===== config.mk =====
export PLATFORM = sky130hd
export DESIGN_NAME = sup_irq_view
export DESIGN_NICKNAME = d
export VERILOG_FILES = /design/src/rtl/sivPkg.sv /design/src/rtl/sivCtrl.sv /design/src/rtl/sivData.sv /design/src/rtl/sup_irq_view.sv
export SDC_FILE = /design/constraint.sdc
export NUM_CORES = 1
export LEC_CHECK = 0
export ABC_AREA = 1
export CORE_ASPECT_RATIO = 0.5
export CORE_MARGIN = 2
export CORE_UTILIZATION = 45
export DETAILED_ROUTE_END_ITERATION = 7
export DONT_BUFFER_PORTS = 1
export PLACE_DENSITY_LB_ADDON = 0.08
export SLEW_MARGIN = 20
export SYNTH_ARGS = -nofsm -noshare
export SYNTH_HDL_FRONTEND = slang
export SYNTH_SLANG_ARGS = --single-unit

===== constraint.sdc =====
create_clock -name clk -period 2.6 [get_ports clk]
set_input_delay 0.26 -clock clk [delete_from_list [all_inputs] [get_ports clk]]
set_output_delay 0.26 -clock clk [all_outputs]
set_load 0.01 [all_outputs]

===== src/rtl/sivPkg.sv =====
package sivPkg;
  // interrupt bit positions
  localparam int USI = 0;
  localparam int SSI = 1;
  localparam int MSI = 3;
  localparam int UTI = 4;
  localparam int STI = 5;
  localparam int MTI = 7;
  localparam int UEI = 8;
  localparam int SEI = 9;
  localparam int MEI = 11;

  localparam int NUM_CLASS = 3;  // external, timer, software
  localparam int SUP_POS  [NUM_CLASS] = '{SEI, STI, SSI};
  localparam int MACH_POS [NUM_CLASS] = '{MEI, MTI, MSI};
  localparam int USR_POS  [NUM_CLASS] = '{UEI, UTI, USI};

  localparam logic [11:0] M_MASK12 = 12'hBBB;
  localparam logic [11:0] S_MASK12 = 12'h333;
  localparam logic [11:0] SIPW_MASK12 = 12'h103;  // bits a pending-view write may touch

  localparam logic [11:0] ADDR_SIE   = 12'h104;
  localparam logic [11:0] ADDR_SIP   = 12'h144;
  localparam logic [11:0] ADDR_DELEG = 12'h303;
  localparam logic [11:0] ADDR_MIE   = 12'h304;
  localparam logic [11:0] ADDR_MIP   = 12'h344;

  typedef enum logic [2:0] {
    RD_NONE, RD_MIP, RD_MIE, RD_DELEG, RD_SIP, RD_SIE
  } rdSel_e;

  typedef struct packed {
    logic   wrMip;
    logic   wrMie;
    logic   wrDeleg;
    logic   wrSip;
    logic   wrSie;
    rdSel_e rdSel;
  } csrStrobe_t;
endpackage


===== src/rtl/sivCtrl.sv =====
module sivCtrl
  import sivPkg::*;
#(
  parameter int ADDR_W = 12
) (
  input  logic [ADDR_W-1:0] csrAddr,
  input  logic              csrWe,
  output csrStrobe_t        stb
);
  always_comb begin
    stb = '0;
    if (csrAddr == ADDR_W'(ADDR_MIP)) begin
      stb.rdSel = RD_MIP;
      stb.wrMip = csrWe;
    end else if (csrAddr == ADDR_W'(ADDR_MIE)) begin
      stb.rdSel = RD_MIE;
      stb.wrMie = csrWe;
    end else if (csrAddr == ADDR_W'(ADDR_DELEG)) begin
      stb.rdSel   = RD_DELEG;
      stb.wrDeleg = csrWe;
    end else if (csrAddr == ADDR_W'(ADDR_SIP)) begin
      stb.rdSel = RD_SIP;
      stb.wrSip = csrWe;
    end else if (csrAddr == ADDR_W'(ADDR_SIE)) begin
      stb.rdSel = RD_SIE;
      stb.wrSie = csrWe;
    end
  end
endmodule


===== src/rtl/sivData.sv =====
module sivData
  import sivPkg::*;
#(
  parameter int XLEN = 64
) (
  input  logic            clk,
  input  logic            rst,
  input  csrStrobe_t      stb,
  input  logic [XLEN-1:0] wdata,
  output logic [XLEN-1:0] rdata
);
  localparam logic [XLEN-1:0] M_MASK = XLEN'(M_MASK12);
  localparam logic [XLEN-1:0] S_MASK = XLEN'(S_MASK12);

  logic [XLEN-1:0] mipQ, mieQ, delegQ;
  logic [XLEN-1:0] mipNext, mieNext, delegNext;
  logic [XLEN-1:0] sipView, sieView;
  logic [XLEN-1:0] sieWrMask;

  // supervisor pending view: merge delegated machine sources
  always_comb begin
    sipView = '0;
    for (int k = 0; k < NUM_CLASS; k++) begin
      sipView[SUP_POS[k]] = (mipQ[SUP_POS[k]] & delegQ[SUP_POS[k]]) |
                            (mipQ[MACH_POS[k]] & delegQ[MACH_POS[k]]);
      sipView[USR_POS[k]] = mipQ[USR_POS[k]] & delegQ[USR_POS[k]];
    end
  end

  assign sieView   = mieQ & delegQ & S_MASK;
  assign sieWrMask = delegQ & S_MASK;

  always_comb begin
    mipNext = mipQ;
    if (stb.wrMip) begin
      mipNext = wdata & M_MASK;
    end else if (stb.wrSip) begin
      mipNext[SSI] = wdata[SSI] & delegQ[SSI];
      mipNext[UEI] = mipQ[UEI] & delegQ[UEI];
      mipNext[USI] = mipQ[USI] & delegQ[USI];
    end
  end

  always_comb begin
    mieNext = mieQ;
    if (stb.wrMie)      mieNext = wdata & M_MASK;
    else if (stb.wrSie) mieNext = (mieQ & ~sieWrMask) | (wdata & sieWrMask);
  end

  assign delegNext = stb.wrDeleg ? (wdata & M_MASK) : delegQ;

  always_ff @(posedge clk) begin
    if (rst) begin
      mipQ   <= '0;
      mieQ   <= '0;
      delegQ <= '0;
    end else begin
      mipQ   <= mipNext;
      mieQ   <= mieNext;
      delegQ <= delegNext;
    end
  end

  always_comb begin
    unique case (stb.rdSel)
      RD_MIP:   rdata = mipQ;
      RD_MIE:   rdata = mieQ;
      RD_DELEG: rdata = delegQ;
      RD_SIP:   rdata = sipView;
      RD_SIE:   rdata = sieView;
      default:  rdata = '0;
    endcase
  end
endmodule


===== src/rtl/sup_irq_view.sv =====
module sup_irq_view
  import sivPkg::*;
#(
  parameter int XLEN   = 64,
  parameter int ADDR_W = 12
) (
  input  logic              clk,
  input  logic              rst,
  input  logic [ADDR_W-1:0] csrAddr,
  input  logic              csrWe,
  input  logic [XLEN-1:0]   csrWdata,
  output logic [XLEN-1:0]   csrRdata
);
  csrStrobe_t stb;

  sivCtrl #(.ADDR_W(ADDR_W)) uCtrl (
    .csrAddr (csrAddr),
    .csrWe   (csrWe),
    .stb     (stb)
  );

  sivData #(.XLEN(XLEN)) uData (
    .clk   (clk),
    .rst   (rst),
    .stb   (stb),
    .wdata (csrWdata),
    .rdata (csrRdata)
  );
endmodule


==> results.md, run 1 <==
| Quantity | Reported |
|:---|:---|
| Result of the run | finished clean |
| Number of sinks handled by clock tree synthesis | 27 |
| Site Rows | 17 |
| Worst vdd rail ir drop | 0.171 mV |
| Static Leakage | 0.957 nW |
| Worst flop-to-flop path endpoint | uData.mipQ[8] |
| Fill cell instance count of the final layout | 479 |
| Vias per inst | 4.70 |
| Kind of path behind the tightest hold check | input pin to register |
| Final RePlAce weighted congestion | 0.783 |
| Die Outline Area | 5220 um2 |
| Critical Path RT | 2.34 ns |
| Clock buffer depth | 2 |
| Top fanout value on the critical path | 6 |
| Initial standard-cell utilization of the core | 47.0% |
| Kind of critical path | input pin to output port |
| Clock tree from TritonCTS | done |
| Number of cell instances on the worst register-to-register path | 6 |
| Vias in the first global route | 1303 |
| Sequential power share | 56.1% |
| Detailed-route via count | 1683 |
| Number of DRC violations after detailed-routing iteration 0 | 116 |
| Hold slack | 0.0331 ns |
| Number of max-capacitance violations reported | 0 |
| Clock power frac | 34.3% |
| Synthesized flop and latch total | 27 |
| Relative slew slack | 51.9% |
| Slew of the pin with the lowest slew margin | 0.720 ns |
| Post-CTS resize count | 0 |
| Post-synthesis compound-gate area fraction | 15.2% |
| Fraction of layout instances using a drive strength above 1 | 12.0% |
| Mux cell area share after synthesis | 0% |
| Global-route wire length before repair | 6.49 mm |
| Area inside the core boundary | 4420 um2 |
| Hold violation count in the final report | 0 |
| Antenna violations before repair | 0 |
| Setup skew after layout | 0.00548 ns |
| Synth Area in XOR/XNOR | 0% |
| Number of failing setup endpoints in the final timing report | 0 |
| Upper clock frequency limit | 0.632 GHz |
| Seq/Total Area, Yosys | 26.0% |
| Yosys cell types | 28 |
| Synth-to-Final Area Change | -5.71% |
| Die extent in x | 100 um |
| Average size of a mapped cell | 6.87 um2 |
| I/O pin cnt | 143 |
| Commonest cells after routing, fill and taps aside | 55 x sky130_fd_sc_hd__conb_1, 48 x sky130_fd_sc_hd__nand2_1, 31 x sky130_fd_sc_hd__inv_1, 27 x sky130_fd_sc_hd__o21ai_0, 27 x sky130_fd_sc_hd__dfxtp_1 |
| WL/cell | 12.2 um |
| Number of input and output port buffers inserted | 0 |
| Net switching share of the total power | 27.7% |
| Unrepaired setup endpoints after global routing | no |
| Commonest non-fill, non-tap cell in the layout | sky130_fd_sc_hd__conb_1 |
| Maximum number of pins on one net before global-route repair | 27 |
| DRC violation count after routing | 0 |
| Post-synthesis share of cell area spent on full adders, half adders and majority gates | 0% |
| Total GRT Usage | 16.4% |
| Syn. warnings | 0 |
| DP Worst Slack | 0.996 ns |
| Post-synthesis share of cell area spent on and, or, nand and nor gates | 29.8% |
| Power density over the cells | 375 nW/um2 |
| Internal power consumption | 0.000532 W |
| CP Capture Type | output port |
| Crit path arrival time | 1.32 ns |
| Synth top area share | 26.0% |
| Worst setup path endpoint | csrRdata[8] |
| Final critical path time including I/O delays and setup | 1.58 ns |
| Worst Setup Slack, final | 1.02 ns |
| Net count reported at finish | 381 |
| Clock transition at the registers of the reported paths | 0.10 ns |
| Final wirelength | 4.36 mm |
| Switching power of the nets | 0.000204 W |
| Setup TNS | 0 ns |
| Total inserted antenna cells | 0 |
| Overflow after GRT | 0 |
| Clock root buffer | sky130_fd_sc_hd__clkbuf_8 |
| Count of mapped cells out of synthesis | 303 |
| Total clock buffers created by CTS | 3 |
| Setup slack on the worst flop-to-flop path | 1.72 ns |
| Maximum level of the CTS H-tree | 1 |
| Crit share post-route | 60.9% |
| Setup bufs post-CTS | 0 |
| Worst-Skew Late Latency | 0.28 ns |
| Summed instance area of the synthesized netlist | 2080 um2 |
| Number of antenna-violating nets in the routed design | 0 |
| Final Max Slew Viols | 0 |
| Setup crit start kind | input pin |
| Top area cells in the synthesized netlist | sky130_fd_sc_hd__dfxtp_1 26%, sky130_fd_sc_hd__buf_4 20%, sky130_fd_sc_hd__nand2_1 8.7%, sky130_fd_sc_hd__o21ai_0 6.5%, sky130_fd_sc_hd__inv_1 5.6% |
| Hold-fix buffers, CTS | 0 |
| Vertical die dimension | 52.1 um |
| Largest family of logic cells by synthesized area | simple AND/OR/NAND/NOR gates |
| Combinational group share of total power | 9.6% |
| Reg-to-reg startpoint | uData.delegQ[8] |
| Dominant cell type by area after synthesis | sky130_fd_sc_hd__dfxtp_1 |
| Detailed Routing Iterations Pass 1 | 4 |
| CP startpoint | csrAddr[3] |
| Hpwl dp | 3.17 mm |
-- kinds of logic (layout without fill, tap and decap cells) --
family | Yosys count | after routing
other cells | 1 | 55
buf+inv | 102 | 46
simple gates | 114 | 114
compound gates | 59 | 59
flops | 27 | 27
-- worst min path at each step --
| stage | from | end | slack [ns] | cells after the start |
|---|---|---|---|---|
| global route | rst | uData.mipQ[1] | 0.02 | 1 |
| CTS | rst | uData.mipQ[1] | 0.02 | 1 |
| floorplan | rst | uData.mipQ[1] | 0.33 | 1 |
| global placement | rst | uData.mipQ[1] | 0.33 | 1 |
| finish | rst | uData.mipQ[1] | 0.03 | 1 |
| detailed placement | rst | uData.mipQ[1] | 0.33 | 1 |
-- routing by layer --
| metal | global-route usage (%) | wire [um] | vias up |
|---|---|---|---|
| met5 | 0 | 0 | - |
| met4 | 4.11 | 27 | 0 |
| met3 | 3.90 | 480 | 2 |
| met2 | 28.7 | 1890 | 93 |
| met1 | 20.5 | 1960 | 730 |
| li1 | - | - | 858 |
-- worst max-delay path, cell delays in order --
cell	delay (ns)
sky130_fd_sc_hd__inv_2	0.04
sky130_fd_sc_hd__nand2_2	0.08
sky130_fd_sc_hd__nor2_8	0.18
sky130_fd_sc_hd__inv_2	0.08
sky130_fd_sc_hd__nor3_4	0.30
sky130_fd_sc_hd__inv_2	0.06
sky130_fd_sc_hd__o21ai_0	0.15
sky130_fd_sc_hd__nor2_1	0.07
sky130_fd_sc_hd__nand2_1	0.11
-- cells in the mapped netlist, drive strengths merged --
cell,number
nand3,19
a22o,2
nor2,34
clkbuf,2
buf,58
o22ai,2
nand2,53
clkinv,1
nor3,1
dfxtp,27
conb,1
nand4,6
inv,41
a21oi,21
o221ai,3
o21ai,31
nand3b,1
-- power groups by stage --
stage	combinational, W	sequential, W	clock [W]
final	0.0000705	0.000413	0.000252
after global routing	0.0000796	0.000414	0.000277
after CTS	0.0000691	0.000413	0.000263
after detailed placement	0.0000689	0.000423	0
after global placement	0.0000683	0.000423	0
after floorplan	0.000129	0.000423	0
-- stage by stage --
step                      utilization (%)  std cells  area [um2]  power [W]
after floorplan                         -        357        2280   0.000552
after global placement               43.2        354        1910   0.000491
after detailed placement             43.2        354        1910   0.000492
after CTS                            44.3        358        1960   0.000746
after global routing                 44.3        358        1960   0.000770
final                                44.3        358        1960   0.000736
-- final cells by class --
type / instances / area [um2] / share of cell area, %
inverter: 42 / 159 / 8.10
clock inverter: 1 / 7.51 / 0.383
sequential: 27 / 541 / 27.6
tap: 57 / 71.3 / 3.64
multi-input combinational: 228 / 1140 / 58.2
clock buffer: 3 / 41.3 / 2.10
Note: power is estimated with default switching activity, not from simulation.
==> run 2, diff against run 1 <==
Settings changed: ABC_AREA 1 to 0.
Clock period 2.6 ns to 1.65 ns, I/O delays scaled along.
==> run 2 against run 1 <==
  * Critical path depth fell by 3
  * Flip-flop and latch count unchanged
  * Largest cell class unchanged
  * Critical endpoint is now csrRdata[9]
  * Core utilization is 2.6 points higher
  * First-iteration DRC count fell by 16%
  * Highest routed layer unchanged
  * Worst hold slack worse by 0.019 ns
  * Cell area is 7.5% lower
  * Clock power grew 52%
==> results.md, run 2 <==
| Quantity | Reported |
|:---|:---|
| Result of the run | finished clean |
| Detailed Routing Iterations Pass 1 | 4 |
| Worst Hold Launch | csrWdata[7] |
| Area inside the core boundary | 3860 um2 |
| Net switching share of the total power | 25.7% |
| Synth-to-Final Area Change | 1.12% |
| Sequential power share | 57.4% |
| Number of antenna-violating nets in the routed design | 0 |
| Synthesized flop and latch total | 27 |
| Clock root buffer | sky130_fd_sc_hd__clkbuf_8 |
| Setup crit start kind | input pin |
| Vias in the first global route | 1127 |
| Cell at the slowest stage of the critical path | sky130_fd_sc_hd__or4bb_4 |
| Synth top area share | 30.1% |
| WL/cell | 12.8 um |
| Clock tree from TritonCTS | done |
| Total clock buffers created by CTS | 3 |
| Antenna violations before repair | 0 |
| Kind of path behind the tightest hold check | input pin to register |
| Site Rows | 16 |
| Total inserted antenna cells | 0 |
| Commonest cells after routing, fill and taps aside | 55 x sky130_fd_sc_hd__conb_1, 27 x sky130_fd_sc_hd__dfxtp_1, 25 x sky130_fd_sc_hd__o21ai_0, 21 x sky130_fd_sc_hd__nand2_1, 18 x sky130_fd_sc_hd__nor2_1 |
| Hold violation count in the final report | 0 |
| Power density over the cells | 626 nW/um2 |
| Internal power consumption | 0.000843 W |
| Detailed-route via count | 1439 |
| Cell depth of the worst setup path | 6 |
| Worst-case hold path end point | uData.mipQ[7] |
| Hold slack | 0.0137 ns |
| Count of mapped cells out of synthesis | 227 |
| Maximum level of the CTS H-tree | 1 |
| Clock buffer depth | 2 |
| Most instantiated cells after synthesis | 55 x sky130_fd_sc_hd__buf_4, 27 x sky130_fd_sc_hd__dfxtp_1, 26 x sky130_fd_sc_hd__o21ai_0 |
| Seq/Total Area, Yosys | 30.1% |
| Worst hold path depth | 2 |
| Maximum number of pins on one net before global-route repair | 28 |
| Number of input and output port buffers inserted | 0 |
| Upper clock frequency limit | 0.624 GHz |
| Slew of the pin with the lowest slew margin | 1.05 ns |
| Setup skew after layout | 0.00209 ns |
| Final RePlAce weighted congestion | 0.783 |
| CP Capture Type | output port |
| Clock transition at the registers of the reported paths | 0.09 ns |
| Hpwl dp | 2.80 mm |
| Summed instance area of the synthesized netlist | 1790 um2 |
| Worst flop-to-flop path endpoint | uData.mipQ[1] |
| Top fanout value on the critical path | 7 |
| Overflow after GRT | 0 |
| Average size of a mapped cell | 7.90 um2 |
| Syn. warnings | 0 |
| Commonest non-fill, non-tap cell in the layout | sky130_fd_sc_hd__conb_1 |
| Number of flops mapped to enable cells by yosys | 0 |
| Async set-or-reset flop fraction in the synthesized netlist | 0% |
| Clock power frac | 33.6% |
| Critical Path RT | 1.48 ns |
| Top area cells in the synthesized netlist | sky130_fd_sc_hd__dfxtp_1 30%, sky130_fd_sc_hd__buf_4 23%, sky130_fd_sc_hd__o21ai_0 7.3%, sky130_fd_sc_hd__mux2i_1 6.7%, sky130_fd_sc_hd__nand2_1 4.4% |
| Setup slack on the worst flop-to-flop path | 0.58 ns |
| Relative slew slack | 29.8% |
| Worst-Skew Late Latency | 0.27 ns |
| Net count reported at finish | 319 |
| Die extent in x | 93.3 um |
| Final wirelength | 3.75 mm |
| List of cells traversed by the critical path | or4bb_4 > nor3_2 > buf_4 > a22oi_1 > o21ai_0 > buf_4 |
| Vertical die dimension | 48.7 um |
| Combinational group share of total power | 9.0% |
| Number of cell instances on the worst register-to-register path | 3 |
| Reg-to-reg startpoint | uData.delegQ[1] |
| Fraction of layout instances using a drive strength above 1 | 9.62% |
| CP startpoint | csrAddr[2] |
| Crit path arrival time | 1.44 ns |
| Number of failing setup endpoints in the final timing report | 0 |
| Initial standard-cell utilization of the core | 46.4% |
| Total GRT Usage | 16.2% |
| CP delay by family, top | simple AND/OR/NAND/NOR gates |
| Switching power of the nets | 0.000292 W |
| Unrepaired setup endpoints after global routing | no |
| Kind of critical path | input pin to output port |
| Number of sinks handled by clock tree synthesis | 27 |
| Most common cell type on the critical path | sky130_fd_sc_hd__buf_4 |
| Die Outline Area | 4540 um2 |
| Top FF cell, synth | sky130_fd_sc_hd__dfxtp_1 |
| Final Max Slew Viols | 0 |
| Crit share post-route | 97.1% |
| Biggest cell delay along the critical path | 0.53 ns |
| I/O pin cnt | 143 |
| Most frequently used cell type in the post-synthesis netlist | sky130_fd_sc_hd__buf_4 |
| Global-route wire length before repair | 5.82 mm |
| Final critical path time including I/O delays and setup | 1.60 ns |
| Number of DRC violations after detailed-routing iteration 0 | 97 |
| Dominant cell type by area after synthesis | sky130_fd_sc_hd__dfxtp_1 |
| Yosys cell types | 31 |
| Number of max-capacitance violations reported | 0 |
| Setup bufs post-CTS | 0 |
| DRC violation count after routing | 0 |
| Worst vdd rail ir drop | 0.376 mV |
| Vias per inst | 4.91 |
| Number of buffer and inverter instances along the worst setup path | 2 |
| Static Leakage | 0.807 nW |
| Design Power | 0.00114 W |
==> run 2: cell types whose count changed after synthesis, sizes merged, moves of 5 or more <==
| cell | before | now |
|---|---|---|
| nand2 | 53 | 21 |
| clkbuf | 2 | 7 |
| a21oi | 21 | 15 |
| mux2i | 0 | 12 |
| nand3b | 1 | 6 |
| o21ai | 31 | 26 |
| nor2 | 34 | 18 |
| nand3 | 19 | 2 |
| inv | 41 | 4 |
==> run 2: power by group through the flow <==
stage	sequential (W)	combinational [W]	clock, W
4_1_cts	0.000651	0.0000926	0.000402
3_5_place_dp	0.000666	0.0000804	0
2_1_floorplan	0.000666	0.000183	0
5_1_grt	0.000652	0.000113	0.000435
3_3_place_gp	0.000666	0.0000794	0
6_report	0.000651	0.000102	0.000382
==> run 2: logic make-up (layout without fill, tap and decap cells) <==
group | after synthesis | after routing | share of synthesized area, %
compound gates | 50 | 50 | 15.8
buf+inv | 68 | 26 | 26.2
flops | 27 | 27 | 30.1
mux | 12 | 12 | 6.69
other cells | 1 | 55 | 0.209
simple gates | 69 | 69 | 21.0
==> run 2: worst max path at each step <==
stage / endpoint / slack (ns)
after floorplan: uData.delegQ[1] / -0.02
after global placement: uData.delegQ[11] / -0.06
after detailed placement: uData.delegQ[8] / -0.08
after CTS: csrRdata[5] / 0.05
after global routing: csrRdata[5] / 0.001
final: csrRdata[9] / 0.05
==> run 2: cell type report <==
type                            count  area, um2
Multi-Input combinational cell    186       1000
Timing Repair Buffer               18        145
Inverter                            4       15.0
Tap cell                           54       67.6
Clock buffer                        3       41.3
Clock inverter                      1       5.00
Sequential cell                    27        541
Fill cell                         399       2050
==> run 2: layer usage <==
metal  share of wire, %  wire length [um]  up-vias  GRT usage (%)
met1                 49              1830      655           24.4
met4               0.43                16        0           2.94
met3                7.9               297        2           4.36
li1                   -                 -      708              -
met5                  0                 0        -              0
met2                 43              1610       74           23.3
==> run 2: repair_timing <==
action                                  in CTS  in global routing
hold buffers                                 1                  3
hold endpoints to repair                    27                  3
endpoints found under the setup margin       0                  2
resized for setup                            0                  3
==> run 2: worst register-to-register path, delay by kind of cell (launching register included) <==
kind	cells	cell delay [ns]
AO/OA/AOI/OAI	1	0.15
flip-flops	1	0.39
AND/OR/NAND/NOR	2	0.45
==> run 2: through the flow <==
stage	TNS, ns	instances	instance area (um2)	utilization (%)	setup slack, ns
global placement	-0.503	285	1720	44.5	-0.0635
global route	0	293	1810	47.0	0.00118
finish	0	293	1810	47.0	0.0476
detailed placement	-0.594	285	1720	44.5	-0.0754
CTS	0	290	1780	46.0	0.0538
floorplan	-0.147	281	2000	-	-0.0164
==> run 3, diff against run 2 <==
--- a/config.mk
+++ b/config.mk
@@ -8,5 +8,4 @@
 export ABC_AREA = 0
 export CORE_ASPECT_RATIO = 0.5
-export CORE_MARGIN = 2
 export CORE_UTILIZATION = 45
 export DETAILED_ROUTE_END_ITERATION = 7
==> constraint.sdc (replaced) <==
create_clock -name clk -period 1.65 [get_ports clk]
set_input_delay 0.165 -clock clk [delete_from_list [all_inputs] [get_ports clk]]
set_output_delay 0.165 -clock clk [all_outputs]
set_load 0.1 [all_outputs]
==> run 3 against run 2 <==
  * Flip-flop and latch count did not move
  * Cell count fell by 0.68%
  * Critical path depth did not move
  * Die area fell by 6.2%
  * Total power rose by 44%
  * Wire length rose by 1.5%
  * Largest cell class unchanged
==> results.md, run 3 (synthesis gave the netlist of run 2 again) <==
| Quantity | Reported |
|:---|:---|
| Detailed-route via count | 1486 |
| Vertical die dimension | 46.7 um |
| Site Rows | 15 |
| Upper clock frequency limit | 0.613 GHz |
| Final RePlAce weighted congestion | 0.732 |
| Area inside the core boundary | 3620 um2 |
| Cell Area, Placed | 1990 um2 |
| Crit path arrival time | 1.47 ns |
| Final Max Slew Viols | 0 |
| Worst vdd rail ir drop | 0.366 mV |
| Clock tree from TritonCTS | done |
| Maximum level of the CTS H-tree | 1 |
| Clock buffer depth | 2 |
| Total GRT Usage | 18.9% |
| Number of DRC violations after detailed-routing iteration 0 | 62 |
| Final design area excluding fillers | 2090 um2 |
| Global-route wire length before repair | 6.03 mm |
| Commonest non-fill, non-tap cell in the layout | sky130_fd_sc_hd__conb_1 |
| Final critical path time including I/O delays and setup | 1.63 ns |
| Top fanout value on the critical path | 4 |
| Overflow after GRT | 0 |
| WL/cell | 13.1 um |
| Reg area | 541 um2 |
| Kind of critical path | input pin to output port |
| Antenna violations before repair | 0 |
| Maximum number of pins on one net before global-route repair | 28 |
| Initial standard-cell utilization of the core | 49.5% |
| Die extent in x | 91.3 um |
| Kind of path behind the tightest hold check | input pin to register |
| Area taken by multi-input logic gates | 1150 um2 |
| Worst-Skew Late Latency | 0.28 ns |
| Detailed Routing Iterations Pass 1 | 4 |
| Slew of the pin with the lowest slew margin | 0.999 ns |
| Synth-to-Final Area Change | 16.4% |
| Crit share post-route | 98.9% |
| Design Power | 0.00164 W |
| Total inserted antenna cells | 0 |
| Unrepaired setup endpoints after global routing | yes |
| Vias per inst | 5.11 |
| DRC violation count after routing | 0 |
| Hold violation count in the final report | 0 |
| Setup skew after layout | 0.00239 ns |
| Clock root buffer | sky130_fd_sc_hd__clkbuf_8 |
| Number of max-capacitance violations reported | 0 |
| Critical Path RT | 1.48 ns |
| Setup crit start kind | input pin |
| Power density over the cells | 784 nW/um2 |
| Total clock buffers created by CTS | 3 |
| List of cells traversed by the critical path | or4_4 > nor3_4 > buf_6 > nand2_1 > o221ai_4 > buf_12 |
| Biggest cell delay along the critical path | 0.54 ns |
| Number of failing setup endpoints in the final timing report | 0 |
| Number of sinks handled by clock tree synthesis | 27 |
| CP Capture Type | output port |
| Clock transition at the registers of the reported paths | 0.10 ns |
| Relative slew slack | 33.2% |
| Cell at the slowest stage of the critical path | sky130_fd_sc_hd__or4_4 |
| Hpwl dp | 2.88 mm |
| Number of antenna-violating nets in the routed design | 0 |
| Fraction of layout instances using a drive strength above 1 | 17.1% |
| Final wirelength | 3.81 mm |
| Number of input and output port buffers inserted | 0 |
| I/O pin cnt | 143 |
| Die Outline Area | 4260 um2 |
| Commonest cells after routing, fill and taps aside | 55 x sky130_fd_sc_hd__conb_1, 27 x sky130_fd_sc_hd__dfxtp_1, 23 x sky130_fd_sc_hd__o21ai_0, 21 x sky130_fd_sc_hd__nand2_1, 18 x sky130_fd_sc_hd__nor2_1 |
| Fill cell instance count of the final layout | 340 |
| Static Leakage | 0.863 nW |
| Result of the run | finished clean |
| Net count reported at finish | 320 |
| Vias in the first global route | 1230 |
[run 3: cell types whose count changed in the layout (fill, tap and decap cells not counted), sizes merged]
cell / before / now
buf: 14 / 16
clkinv: 1 / 0
dlygate4sd3: 4 / 3
inv: 4 / 5
[run 3: path summary, 6_finish.rpt]
kind                    from             to  cells past startpoint  slack [ns]
min reg2reg    uData.mipQ[5]  uData.mipQ[5]                      2        0.47
max               csrAddr[5]    csrRdata[4]                      6        0.02
min              csrWdata[7]  uData.mipQ[7]                      2        0.01
max reg2reg  uData.delegQ[1]  uData.mipQ[1]                      3        0.58
[run 3: layout make-up]
cell class              count  share of cell area [%]
flip-flops and latches     27                    25.9
inverters                   4                   0.719
repair buffers             19                    12.9
well taps                  51                    3.06
clock inverters             1                   0.419
multi-input cells         186                    55.0
clock buffers               3                    1.98
[run 3: layer usage]
metal / global-route usage [%] / part of all wire [%] / wire length (um) / vias up
met5: 0 / 0 / 0 / -
met4: 5.71 / 0.95 / 36 / 0
met3: 3.80 / 6.1 / 231 / 4
met2: 33.9 / 47 / 1780 / 68
met1: 23.8 / 46 / 1760 / 703
li1: - / - / - / 711
[run 3: timing repair]
item / CTS / global route
hold buffers: 3 / 0
resized for setup: 1 / 4
cloned: 0 / 0
pin swaps: 0 / 4
setup endpoints to repair: 2 / 6
buffers inserted: 0 / 0
endpoints found under the hold margin: 27 / 0
[run 3: stage by stage]
step	worst slack (ns)	util [%]	setup TNS, ns	instances	hold WS (ns)
floorplan	-0.0599	-	-0.513	281	0.301
global placement	-0.117	54.8	-0.977	284	0.236
detailed placement	-0.121	54.8	-1.04	284	0.239
CTS	-0.0116	57.1	-0.0126	291	0.000725
global route	-0.0447	57.7	-0.305	291	0.000429
finish	0.0180	57.7	0	291	0.0123
[run 3: report_power, final]
| group | internal (W) | leakage, nW | switching (W) |
|---|---|---|---|
| combinational | 0.0000217 | 0.619 | 0.000566 |
| sequential | 0.000651 | 0.217 | 0.0000000464 |
| clock | 0.000178 | 0.0261 | 0.000220 |
[run 3: worst max-delay path: cells and delay by family]
kind	cells	cell delay (ns)
simple gates	3	0.86
compound gates	1	0.09
buf+inv	2	0.35
